[config.mk]
export PLATFORM = sky130hd
export DESIGN_NAME = dsc_sequencer
export DESIGN_NICKNAME = d
export VERILOG_FILES = /design/src/rtl/dsc_pkg.sv /design/src/rtl/dsc_frame_ctrl.sv /design/src/rtl/dsc_deint_counter.sv /design/src/rtl/dsc_result_reg.sv /design/src/rtl/dsc_sequencer.sv
export SDC_FILE = /design/constraint.sdc
export NUM_CORES = 1
export LEC_CHECK = 0
export BUFFER_PORTS_ARGS = -buffer_cell sky130_fd_sc_hd__buf_2
export CAP_MARGIN = 20
export CORE_UTILIZATION = 30
export CTS_BUF_LIST = sky130_fd_sc_hd__clkbuf_16
export DETAILED_ROUTE_END_ITERATION = 12
export PLACE_DENSITY = 0.48
export SLEW_MARGIN = 20
export SYNTH_ARGS = -nofsm -noshare
export SYNTH_HDL_FRONTEND = slang
export SYNTH_SLANG_ARGS = --single-unit
[constraint.sdc]
create_clock -name clk_i -period 1.9 [get_ports clk_i]
set_clock_uncertainty 0.15 [all_clocks]
set_input_delay 0.19 -clock clk_i [delete_from_list [all_inputs] [get_ports clk_i]]
set_output_delay 0.19 -clock clk_i [all_outputs]
set_load 0.02 [all_outputs]
[src/rtl/dsc_pkg.sv]
package dsc_pkg;
  typedef enum logic [1:0] {
    PH_AZ    = 2'd0,
    PH_INT   = 2'd1,
    PH_DEINT = 2'd2,
    PH_HOLD  = 2'd3
  } phase_e;
endpackage

[src/rtl/dsc_frame_ctrl.sv]
module dsc_frame_ctrl
  import dsc_pkg::*;
#(
  parameter int AZ_LEN    = 10000,
  parameter int INT_LEN   = 10000,
  parameter int FRAME_LEN = 40000,
  localparam int FR_W     = $clog2(FRAME_LEN)
) (
  input  logic   clk_i,
  input  logic   rst_ni,
  input  logic   deint_done_i,
  output phase_e phase_o,
  output logic   int_last_o
);

  localparam logic [FR_W-1:0] AZ_END  = FR_W'(AZ_LEN - 1);
  localparam logic [FR_W-1:0] INT_END = FR_W'(AZ_LEN + INT_LEN - 1);
  localparam logic [FR_W-1:0] FR_END  = FR_W'(FRAME_LEN - 1);

  logic [FR_W-1:0] fr_cnt_q;
  phase_e          phase_q, phase_d;
  logic            frame_last;

  assign frame_last = (fr_cnt_q == FR_END);
  assign int_last_o = (phase_q == PH_INT) && (fr_cnt_q == INT_END);
  assign phase_o    = phase_q;

  // window boundaries come from the frame count only, never from inputs
  always_comb begin
    phase_d = phase_q;
    case (phase_q)
      PH_AZ:    if (fr_cnt_q == AZ_END) phase_d = PH_INT;
      PH_INT:   if (int_last_o) phase_d = PH_DEINT;
      PH_DEINT: begin
        if (frame_last)        phase_d = PH_AZ;
        else if (deint_done_i) phase_d = PH_HOLD;
      end
      default:  if (frame_last) phase_d = PH_AZ;
    endcase
  end

  always_ff @(posedge clk_i or negedge rst_ni) begin
    if (!rst_ni) begin
      fr_cnt_q <= '0;
      phase_q  <= PH_AZ;
    end else begin
      fr_cnt_q <= frame_last ? '0 : fr_cnt_q + 1'b1;
      phase_q  <= phase_d;
    end
  end


  az_window_chk: assert property (@(posedge clk_i) disable iff (!rst_ni)
    (phase_q == PH_AZ) == (fr_cnt_q <= AZ_END));


  int_window_chk: assert property (@(posedge clk_i) disable iff (!rst_ni)
    (phase_q == PH_INT) == ((fr_cnt_q > AZ_END) && (fr_cnt_q <= INT_END)));


  frame_wrap_chk: assert property (@(posedge clk_i) disable iff (!rst_ni)
    frame_last |=> (phase_q == PH_AZ));


  order_chk: assert property (@(posedge clk_i) disable iff (!rst_ni)
    (phase_q == PH_HOLD) |=> (phase_q == PH_HOLD) || (phase_q == PH_AZ));

endmodule

[src/rtl/dsc_deint_counter.sv]
module dsc_deint_counter
  import dsc_pkg::*;
#(
  parameter int DEINT_MAX = 20000,
  localparam int CNT_W    = $clog2(DEINT_MAX + 1)
) (
  input  logic             clk_i,
  input  logic             rst_ni,
  input  phase_e           phase_i,
  input  logic             zc_i,
  output logic             done_o,
  output logic [CNT_W-1:0] res_o,
  output logic             ovr_o
);

  localparam logic [CNT_W-1:0] CNT_LAST = CNT_W'(DEINT_MAX - 1);
  localparam logic [CNT_W-1:0] CNT_SAT  = CNT_W'(DEINT_MAX);

  logic [CNT_W-1:0] dcnt_q;
  logic             active;

  assign active = (phase_i == PH_DEINT);
  assign done_o = active && (zc_i || (dcnt_q == CNT_LAST));
  // a crossing on the final clock still counts as in range
  assign ovr_o  = !zc_i;
  assign res_o  = zc_i ? dcnt_q : CNT_SAT;

  always_ff @(posedge clk_i or negedge rst_ni) begin
    if (!rst_ni)                dcnt_q <= '0;
    else if (active && !done_o) dcnt_q <= dcnt_q + 1'b1;
    else                        dcnt_q <= '0;
  end


  cnt_bound_chk: assert property (@(posedge clk_i) disable iff (!rst_ni)
    dcnt_q < CNT_SAT);


  deint_exit_chk: assert property (@(posedge clk_i) disable iff (!rst_ni)
    done_o |=> (phase_i != PH_DEINT));

endmodule

[src/rtl/dsc_result_reg.sv]
module dsc_result_reg #(
  parameter int DEINT_MAX = 20000,
  localparam int CNT_W    = $clog2(DEINT_MAX + 1)
) (
  input  logic             clk_i,
  input  logic             rst_ni,
  input  logic             int_last_i,
  input  logic             pol_i,
  input  logic             done_i,
  input  logic [CNT_W-1:0] res_i,
  input  logic             ovr_i,
  output logic             ref_pos_o,
  output logic [CNT_W-1:0] count_o,
  output logic             sign_o,
  output logic             ovr_o,
  output logic             valid_o
);

  logic pol_q;

  assign ref_pos_o = pol_q;

  always_ff @(posedge clk_i or negedge rst_ni) begin
    if (!rst_ni)         pol_q <= 1'b0;
    else if (int_last_i) pol_q <= pol_i;
  end

  always_ff @(posedge clk_i or negedge rst_ni) begin
    if (!rst_ni) begin
      count_o <= '0;
      sign_o  <= 1'b0;
      ovr_o   <= 1'b0;
      valid_o <= 1'b0;
    end else begin
      valid_o <= done_i;
      if (done_i) begin
        count_o <= res_i;
        sign_o  <= pol_q;
        ovr_o   <= ovr_i;
      end
    end
  end


  valid_pulse_chk: assert property (@(posedge clk_i) disable iff (!rst_ni)
    valid_o |=> !valid_o);


  ovr_sat_chk: assert property (@(posedge clk_i) disable iff (!rst_ni)
    ovr_o |-> (count_o == CNT_W'(DEINT_MAX)));


  hold_chk: assert property (@(posedge clk_i) disable iff (!rst_ni)
    !valid_o |-> $stable(count_o) && $stable(sign_o) && $stable(ovr_o));

endmodule

[src/rtl/dsc_sequencer.sv]
module dsc_sequencer
  import dsc_pkg::*;
#(
  parameter int AZ_LEN    = 10000,
  parameter int INT_LEN   = 10000,
  parameter int DEINT_MAX = 20000,
  parameter int FRAME_LEN = 40000,
  localparam int CNT_W    = $clog2(DEINT_MAX + 1)
) (
  input  logic             clk_i,
  input  logic             rst_ni,
  input  logic             zc_i,
  input  logic             pol_i,
  output logic             az_en_o,
  output logic             int_en_o,
  output logic             deint_en_o,
  output logic             ref_pos_o,
  output logic [CNT_W-1:0] count_o,
  output logic             sign_o,
  output logic             ovr_o,
  output logic             valid_o
);

  phase_e           phase;
  logic             int_last;
  logic             deint_done;
  logic [CNT_W-1:0] deint_res;
  logic             deint_ovr;

  dsc_frame_ctrl #(
    .AZ_LEN   (AZ_LEN),
    .INT_LEN  (INT_LEN),
    .FRAME_LEN(FRAME_LEN)
  ) i_frame_ctrl (
    .clk_i       (clk_i),
    .rst_ni      (rst_ni),
    .deint_done_i(deint_done),
    .phase_o     (phase),
    .int_last_o  (int_last)
  );

  dsc_deint_counter #(
    .DEINT_MAX(DEINT_MAX)
  ) i_deint_counter (
    .clk_i  (clk_i),
    .rst_ni (rst_ni),
    .phase_i(phase),
    .zc_i   (zc_i),
    .done_o (deint_done),
    .res_o  (deint_res),
    .ovr_o  (deint_ovr)
  );

  dsc_result_reg #(
    .DEINT_MAX(DEINT_MAX)
  ) i_result_reg (
    .clk_i     (clk_i),
    .rst_ni    (rst_ni),
    .int_last_i(int_last),
    .pol_i     (pol_i),
    .done_i    (deint_done),
    .res_i     (deint_res),
    .ovr_i     (deint_ovr),
    .ref_pos_o (ref_pos_o),
    .count_o   (count_o),
    .sign_o    (sign_o),
    .ovr_o     (ovr_o),
    .valid_o   (valid_o)
  );

  assign az_en_o    = (phase == PH_AZ);
  assign int_en_o   = (phase == PH_INT);
  assign deint_en_o = (phase == PH_DEINT);


  onehot_en_chk: assert property (@(posedge clk_i) disable iff (!rst_ni)
    $onehot0({az_en_o, int_en_o, deint_en_o}));


  ref_stable_chk: assert property (@(posedge clk_i) disable iff (!rst_ni)
    deint_en_o && $past(deint_en_o) |-> $stable(ref_pos_o));


  valid_after_deint_chk: assert property (@(posedge clk_i) disable iff (!rst_ni)
    valid_o |-> $past(deint_en_o) && !deint_en_o);

endmodule

### Yosys cells after proc, flatten, opt, wreduce, memory -nomap -nowiden

Cells that the tools add are included.

* word-level logic and storage cells: 37
* ROM bits: 0
* input port bits: 4
* output and inout port bits: 22
* bits in latches: 0
* memory bits (writable): 0
* bits in registers: 52
* memories kept: 0

* shifts and indexed selects: 0
* multiply operators: 0
* order comparisons: 0
* reduce and logical (&&, ||, !) cells: 9
* equal/unequal tests: 9
* bitwise logic cells: 0
* add/subtract/negate cells: 2
* muxes and demuxes: 9
* div/mod/pow operators: 0

Operators with widths (count)
* 15-bit 2-to-1 mux: 2
* 16-bit by 1-bit adder with 16-bit output (second input constant): 1
* 16-bit by 14-bit == test with 1-bit output (second input constant): 1
* 16-bit by 15-bit == test with 1-bit output (second input constant): 1
* 16-bit == test (second input constant): 1
* 16-bit 2-to-1 mux: 1
* 15-bit by 1-bit adder with 15-bit output (second input constant): 1
* 15-bit == test (second input constant): 1
* 2-bit 2-to-1 mux: 5
* 2-bit case mux with 3 select lines: 1
* 2-bit by 1-bit inequality test with 1-bit output (second input constant): 2
* 4-bit AND reduction: 1
* 4-bit nonzero test: 1
* 1-bit logical AND: 3
* 3-bit by 2-bit inequality test with 1-bit output (second input constant): 1
* 2-bit by 1-bit == test with 1-bit output (second input constant): 1
* 2-bit == test (second input constant): 1
* 1-bit zero test: 2
* 2-bit zero test: 1
* 1-bit logical OR: 1

### Longest topological paths before layout

Gate-level depths: netlist of the first run.

* depth after elaboration: 6
* gate-level depth with buffers: 6
* gate-level depth less buffers: 6

### Hierarchy

A second synthesis of the first run with hierarchy kept.

* cell total of the unflattened synthesis: 220
* area total of the unflattened synthesis: 2565.0 µm²

By module, submodules not included
* dsc_frame_ctrl: instances 1, area an instance 938.4 µm², seq. area each 450.4 µm², cells each 84
* dsc_deint_counter: instances 1, area an instance 860.8 µm², seq. area each 375.4 µm², cells each 94
* dsc_result_reg: instances 1, area an instance 747.0 µm², seq. area each 475.5 µm², cells each 39
* dsc_sequencer: instances 1, area an instance 18.8 µm², seq. area each 0.0 µm², cells each 3

### Least setup slack after synthesis of the first run

Ideal clock, no wire load.

* kind: register to register
* start: register i_deint_counter.dcnt_q[12]
* end: register i_result_reg.count_o[7]
* arrival time: 1.815 ns
* path buffers: 1
* path slack: -0.186 ns
* clock period less this slack: 2.086 ns
* stages on the path, launching flop included: 6
* required time: 1.629 ns
* setup time: 0.121 ns
* path through: dfrtp_1 > or4b_4 > o41ai_2 > nand2_2 > buf_6 > a22o_1

* cells in the longest elaborated chain, start to end: 3

RTL lines
* start, declared: line dsc_deint_counter.sv:19 `logic [CNT_W-1:0] dcnt_q;`
* start signal, assigned: line dsc_deint_counter.sv:30 `else if (active && !done_o) dcnt_q <= dcnt_q + 1'b1;`
* 15-bit == test: line dsc_deint_counter.sv:23 `assign done_o = active && (zc_i || (dcnt_q == CNT_LAST));`
* 1-bit logical OR: line dsc_deint_counter.sv:23
* 1-bit logical AND: line dsc_deint_counter.sv:23
* end signal, assigned: line dsc_result_reg.sv:37 `count_o <= res_i;`
* end, declared: line dsc_result_reg.sv:13 `output logic [CNT_W-1:0] count_o,`

No other way between the ends.
A chain may end at the register's enable or synchronous reset.

### Worst setup path after layout of the first run

* start: register i_deint_counter.dcnt_q[13]
* end: register i_result_reg.sign_o

* cells in the longest elaborated chain, start to end: 3

RTL lines
* 15-bit == test: line dsc_deint_counter.sv:23
* 1-bit logical OR: line dsc_deint_counter.sv:23
* 1-bit logical AND: line dsc_deint_counter.sv:23
* end signal, assigned: line dsc_result_reg.sv:38 `sign_o <= pol_q;`
* end, declared: line dsc_result_reg.sv:14 `output logic sign_o,`

No other way between the ends.

==> results_dict.tcl, run 1 <==
set metrics [dict create \
    cp.required_ps 1920 \
    final_area_um2 3170 \
    grtUsageTotal_pct 15.1 \
    gr-total-overflow 0 \
    finalCoreUtilization_pct 42.8 \
    synth_area_um2 2340 \
    ys_seq_elements 52 \
    crit_path_end_kind "register" \
    ys_types 38 \
    yosys.cell_count.top_type "dfrtp_1" \
    drive_above_1_share_pct 32.6 \
    synthArstFlopShare_pct 100 \
    worstRegToRegCells 5 \
    hold_path.class "input pin to register" \
    post-dp-hpwl_mm 3.97 \
    final_nets 287 \
    startpoint_type "register" \
    clock_path_buffers 2 \
    fmax_mhz 501 \
    synth_common_cells "dfrtp_1 (52), nor2_1 (28), nand3_1 (14)" \
    grt_max_degree 33 \
    htree_num_levels 2 \
    max-cap-violations 0 \
    gp_congestion 0.770 \
    clk_latency_ps 280 \
    fin_cells 381 \
    multi_input_area_um2 1090 \
    first_global_vias 1820 \
    period_minus_slack_ps 1990 \
    finalHoldViolCount 0 \
    slew_headroom_pct 66.6 \
    cp_slowest_cell "or4b_4" \
    firstDrtPassIters 4 \
    syn_inst 209 \
    dpl_cell_area_um2 2890 \
    leakage_uw 0.00149 \
    synth.top_cell.area_share_pct 55.7 \
    vdd_ir_drop_max_mv 0.334 \
    wl_mm 5.68 \
    drc 0 \
    ant_nets 0 \
    cts_buffers 5 \
    vias 1829 \
    timing.hold.ws_ps 195 \
    seq_area_um2 1300 \
    finalPower_uw 2170 \
    n_fill_cell 722 \
    ys.warnings.count 0 \
    crit_arrival_ps 2020 \
    yosys.area.top_type "dfrtp_1" \
    ys.flop_type "dfrtp_1" \
    path_max_fanout 6 \
    syn2layout_area_growth_pct 35.5 \
    cts-root-buf "clkbuf_16" \
    dp.cells 367 \
    max_stage_delay_ps 560 \
    hold_path_depth 3 \
    clk_pin_slew_worst_paths_ps 70 \
    syn_area_per_cell_um2 11.2 \
    grt_antenna_before_repair 0 \
    outcome "complete, but fails checks" \
    routedWlPerCell_um 14.9 \
    die_area_um2 8150 \
    worstMarginPinSlew_ps 501 \
    io_pins 26 \
    synth.yosys.seq_area_share_pct 55.7 \
    rsz0062_at_grt "true" \
    die_h_um 90.3 \
    design.core.area_um2 7410 \
    setup_slack_ps -94.8 \
    violations "setup timing" \
    viasPerCell 4.80 \
    path_cells "or4b_4 -> o41ai_4 -> buf_4 -> nand2_4 -> mux2_2" \
    pwr_density_cell_nw_per_um2 684 \
    die_width_um 90.3 \
    drv_slew 0 \
    clock_sinks 52 \
    critPathKind "register to register" \
    rows 31 \
    drtIter0Drc 75 \
    grt_pass1_wl_mm 9.64 \
    initial_core_util_pct 31.5 \
    diodes 0 \
    setup_violations 27 \
    synth.top_cells.by_area "dfrtp_1 (56%), xnor2_1 (4.9%), nor2_1 (4.5%), xor2_1 (4.1%), a22o_1 (3.7%)" \
    portBuffers 25 \
    post-route-period-util_pct 105 \
    synth_edf_count 0 \
    cts_tree "done" \
    synth_fp_nets 215 \
]
-- power breakdown --
part / switching, µW / total (µW) / leakage (µW) / internal (µW)
combinational: 36.7 / 56.9 / 0.000700 / 20.2
sequential: 1.69 / 1110 / 0.000708 / 1110
clock: 384 / 999 / 0.0000850 / 615
total: 423 / 2170 / 0.00149 / 1740
-- timing repair --
item                                    in CTS  in global routing
gates cloned                                 2                  0
pin swaps                                    3                  3
buffers inserted                             2                  0
resized for setup                            7                  6
endpoints found under the setup margin      32                 37
hold buffers                                 2                  0
hold endpoints to repair                    21                  0
-- cell families (layout without fill, tap and decap cells) --
kind of cell	after synthesis	in the layout	share of synthesized area, %
simple gates	93	95	21.1
flops	52	52	55.7
compound gates	25	25	9.42
xor+xnor	24	24	8.99
buf+inv	10	81	2.35
mux	3	3	1.39
fa+ha+maj	2	2	1.07
-- cell type report --
class                   instances  share of cell area (%)
clock buffers                   5                    3.95
inverters                       5                   0.750
multi-input cells             149                    34.4
flip-flops and latches         52                    41.1
clock inverters                 3                    1.22
well taps                      99                    3.91
repair buffers                 68                    14.7
-- per-layer routing --
| layer | vias to the layer above | GRT usage (%) | share of wire [%] |
|---|---|---|---|
| met3 | 2 | 2.10 | 2.8 |
| met5 | - | 0 | 0 |
| li1 | 905 | - | - |
| met4 | 0 | 4.03 | 0.55 |
| met1 | 891 | 23.3 | 52 |
| met2 | 31 | 21.8 | 44 |
-- placed cells by master (no fill, tap or decap), types with 3 or more instances in the layout --
cell type,netlist,layout
o22a_1,5,5
a22o_1,10,10
inv_1,5,5
nand2_1,11,10
nand3_1,14,14
buf_2,1,25
buf_4,2,40
a21oi_1,3,3
nor3_1,4,3
dfrtp_1,52,52
nor4_1,8,7
xor2_1,11,11
clkbuf_16,0,5
nor2_1,28,27
xnor2_1,13,13
nand4_1,9,9
-- final timing paths --
| kind | to | slack (ps) | startpoint |
|---|---|---|---|
| max in group asynchronous | i_frame_ctrl.fr_cnt_q[14] | 810 | rst_ni |
| max reg2reg | i_result_reg.sign_o | -90 | i_deint_counter.dcnt_q[13] |
| min reg2reg | i_frame_ctrl.fr_cnt_q[15] | 350 | i_frame_ctrl.fr_cnt_q[15] |
| min | i_result_reg.count_o[11] | 200 | zc_i |
| max | i_result_reg.sign_o | -90 | i_deint_counter.dcnt_q[13] |
| min in group asynchronous | i_result_reg.count_o[2] | 260 | rst_ni |
-- through the flow --
stage               worst slack (ps)  setup TNS, ps
detailed placement              -107          -1690
CTS                            -78.3          -1410
floorplan                      -62.1           -621
global route                    -158          -3480
finish                         -94.8          -1330
global placement               -77.1          -1300
-- critical path: cells and delay by family, from the launching register on --
kind / cells / cell delay, ps
DFF: 1 / 380
AOI/OAI and AO/OA: 1 / 240
muxes: 1 / 280
buffers and inverters: 1 / 190
and+or+nand+nor: 2 / 640
-- sequential cells by signal, indices dropped and copies added, names as in the netlist --
name / count
i_result_reg.ref_pos_o: 1
i_result_reg.valid_o: 1
i_deint_counter.dcnt_q: 15
i_result_reg.sign_o: 1
i_frame_ctrl.fr_cnt_q: 16
i_frame_ctrl.phase_o: 2
i_result_reg.ovr_o: 1
i_result_reg.count_o: 15
(Power assumes the default switching activity.)
==> run 2, diff against run 1 <==
- ABC_AREA: not set -> 1
==> results_dict.tcl, run 2 <==
set metrics [dict create \
    outcome "finished, final reports clean" \
    synth_area_um2 2510 \
    grt_pass1_wl_mm 9.74 \
    post-dp-hpwl_mm 4.34 \
    finalCoreUtilization_pct 37.2 \
    vias 2070 \
    synthArstFlopShare_pct 100 \
    max-cap-violations 0 \
    drtIter0Drc 83 \
    syn_inst 307 \
    pwr_density_cell_nw_per_um2 668 \
    grt_antenna_before_repair 0 \
    p_clk_share_pct 43.7 \
    startpoint_type "register" \
    synth.yosys.seq_area_share_pct 51.7 \
    ys_types 29 \
    viasPerCell 4.53 \
    gr-total-overflow 0 \
    syn2layout_area_growth_pct 20.8 \
    power_switching_uw 434 \
    syn_area_per_cell_um2 8.19 \
    ant_nets 0 \
    initial_core_util_pct 30.8 \
    leakage_uw 0.00151 \
    diodes 0 \
    layout_commonest_cell "nand2_1" \
    clock_path_buffers 2 \
    wl_mm 5.69 \
    yosys.cell_count.top_type "nand2_1" \
    rsz0062_at_grt "true" \
    p_comb_share_pct 1.8 \
    synth_fp_nets 313 \
    firstDrtPassIters 4 \
    clk_pin_slew_worst_paths_ps 70 \
    die_width_um 93.6 \
    hold_path.class "input pin to register" \
    cts_buffers 5 \
    routedWlPerCell_um 12.5 \
    regMostFlops "i_frame_ctrl.fr_cnt_q" \
    drv_slew 0 \
    clock_sinks 52 \
    seqPwrFrac_pct 54.5 \
    largest_reg_flops 16 \
    die_h_um 93.6 \
    biggestRegsByFlops "i_frame_ctrl.fr_cnt_q x16, i_deint_counter.dcnt_q x15, i_result_reg.count_o x15" \
    yosys.area.top_type "dfrtp_1" \
    io_pins 26 \
    setup_violations 0 \
    final_nets 357 \
    synth_common_cells "nand2_1 (60), nor2_1 (54), dfrtp_1 (52)" \
    path_max_fanout 12 \
    ys.flop_type "dfrtp_1" \
    vdd_ir_drop_max_mv 0.345 \
    portBuffers 25 \
    die_area_um2 8750 \
    synth_edf_count 0 \
    gp_congestion 0.811 \
    internal_power_uw 1600 \
    post-route-period-util_pct 91.9 \
    synth.top_cells.by_area "dfrtp_1 (52%), nand2_1 (9.0%), nor2_1 (8.1%), inv_1 (6.4%), nand3_1 (3.0%)" \
    worstMarginPinSlew_ps 545 \
    cp.required_ps 1950 \
    finalHoldViolCount 0 \
    drive_above_1_share_pct 17.9 \
    cts-root-buf "clkbuf_16" \
    design.core.area_um2 8180 \
    cts_tree "done" \
    clk_latency_ps 290 \
    drc 0 \
    n_fill_cell 847 \
    htree_num_levels 2 \
    period_minus_slack_ps 1750 \
    crit_arrival_ps 1800 \
    grt_max_degree 31 \
    swShare_pct 21.4 \
    first_global_vias 2055 \
    synth.top_cell.area_share_pct 51.7 \
    crit_path_end_kind "register" \
    ys_seq_elements 52 \
    rows 33 \
    slew_headroom_pct 63.7 \
    final_cell_mix "nand2_1 (59), dfrtp_1 (52), nor2_1 (50)" \
    tns_ps 0 \
    fmax_mhz 573 \
    grtUsageTotal_pct 14.4 \
    ys.warnings.count 0 \
    critPathKind "register to register" \
]
run 2: final cells by class:
type                    count  area (µm²)  area share [%]
inverters                  45         171            5.64
flip-flops and latches     52        1300            42.8
clock inverters             3        15.0           0.494
repair buffers             39         251            8.28
well taps                 105         131            4.32
multi-input cells         208        1040            34.3
clock buffers               5         125            4.12
run 2: cell families (layout without fill, tap and decap cells):
logic type      count (synthesis)  in the layout  share of synthesized area (%)
compound gates                 36             36                           8.26
buf+inv                        47             92                           7.46
xor+xnor                        8              8                           2.79
flops                          52             52                           51.7
fa+ha+maj                       2              2                          0.995
simple gates                  162            162                           28.8
run 2: what timing repair did:
action	4_1_cts	5_1_grt
hold buffers	2	0
endpoints found under the hold margin	23	0
cloned	0	0
setup endpoints to repair	1	10
gates resized for setup	1	8
buffers inserted	0	0
run 2: path summary, 6_finish.rpt:
kind                                           startpoint                         to  slack, ps  cells past startpoint
worst min register to register   i_frame_ctrl.fr_cnt_q[0]   i_frame_ctrl.fr_cnt_q[0]        310                      1
max in group asynchronous                          rst_ni   i_frame_ctrl.fr_cnt_q[5]        790                      3
worst min-delay path                                 zc_i   i_result_reg.count_o[13]        250                      3
worst max-delay path            i_deint_counter.dcnt_q[0]  i_deint_counter.dcnt_q[7]        150                      9
min in group asynchronous                          rst_ni   i_result_reg.count_o[12]        260                      2
worst max register to register  i_deint_counter.dcnt_q[0]  i_deint_counter.dcnt_q[7]        150                      9
run 2: per-layer routing:
layer  wire length [µm]  part of all wire [%]  track usage [%]  vias to the layer above
li1                   -                     -                -                     1065
met1               2770                    49             18.7                      972
met2               2710                    48             23.7                       27
met3                143                   2.5             3.17                        6
met4                 78                   1.4             4.87                        0
met5                  0                     0                0                        -
run 2: power groups by stage:
stage | Combinational (µW) | Clock [µW] | Sequential [µW]
after floorplan | 3.20 | 0 | 1130
after detailed placement | 36.1 | 0 | 1130
after global routing | 42.6 | 963 | 1110
after CTS | 39.2 | 915 | 1110
final | 36.2 | 888 | 1110
after global placement | 35.7 | 0 | 1130
run 2: critical path: stages, from the launching register on:
cell and delay (ps):
dfrtp_1 410, ha_1 220, nand2_1 70, inv_1 50, nand2_1 140, nor2_2 60, nand2_2 80, nand3_1 110
buf_6 170, nor3_2 200
run 2: metrics by stage:
stage,hold WS [ps],setup slack (ps),cells,power (µW),instance area (µm²)
detailed placement,63.8,17.8,447,1160,2860
global route,277,-14.3,457,2110,3040
CTS,232,65.5,457,2060,3020
global placement,62.3,104,447,1160,2860
floorplan,-256,293,307,1130,2510
finish,251,153,457,2030,3040
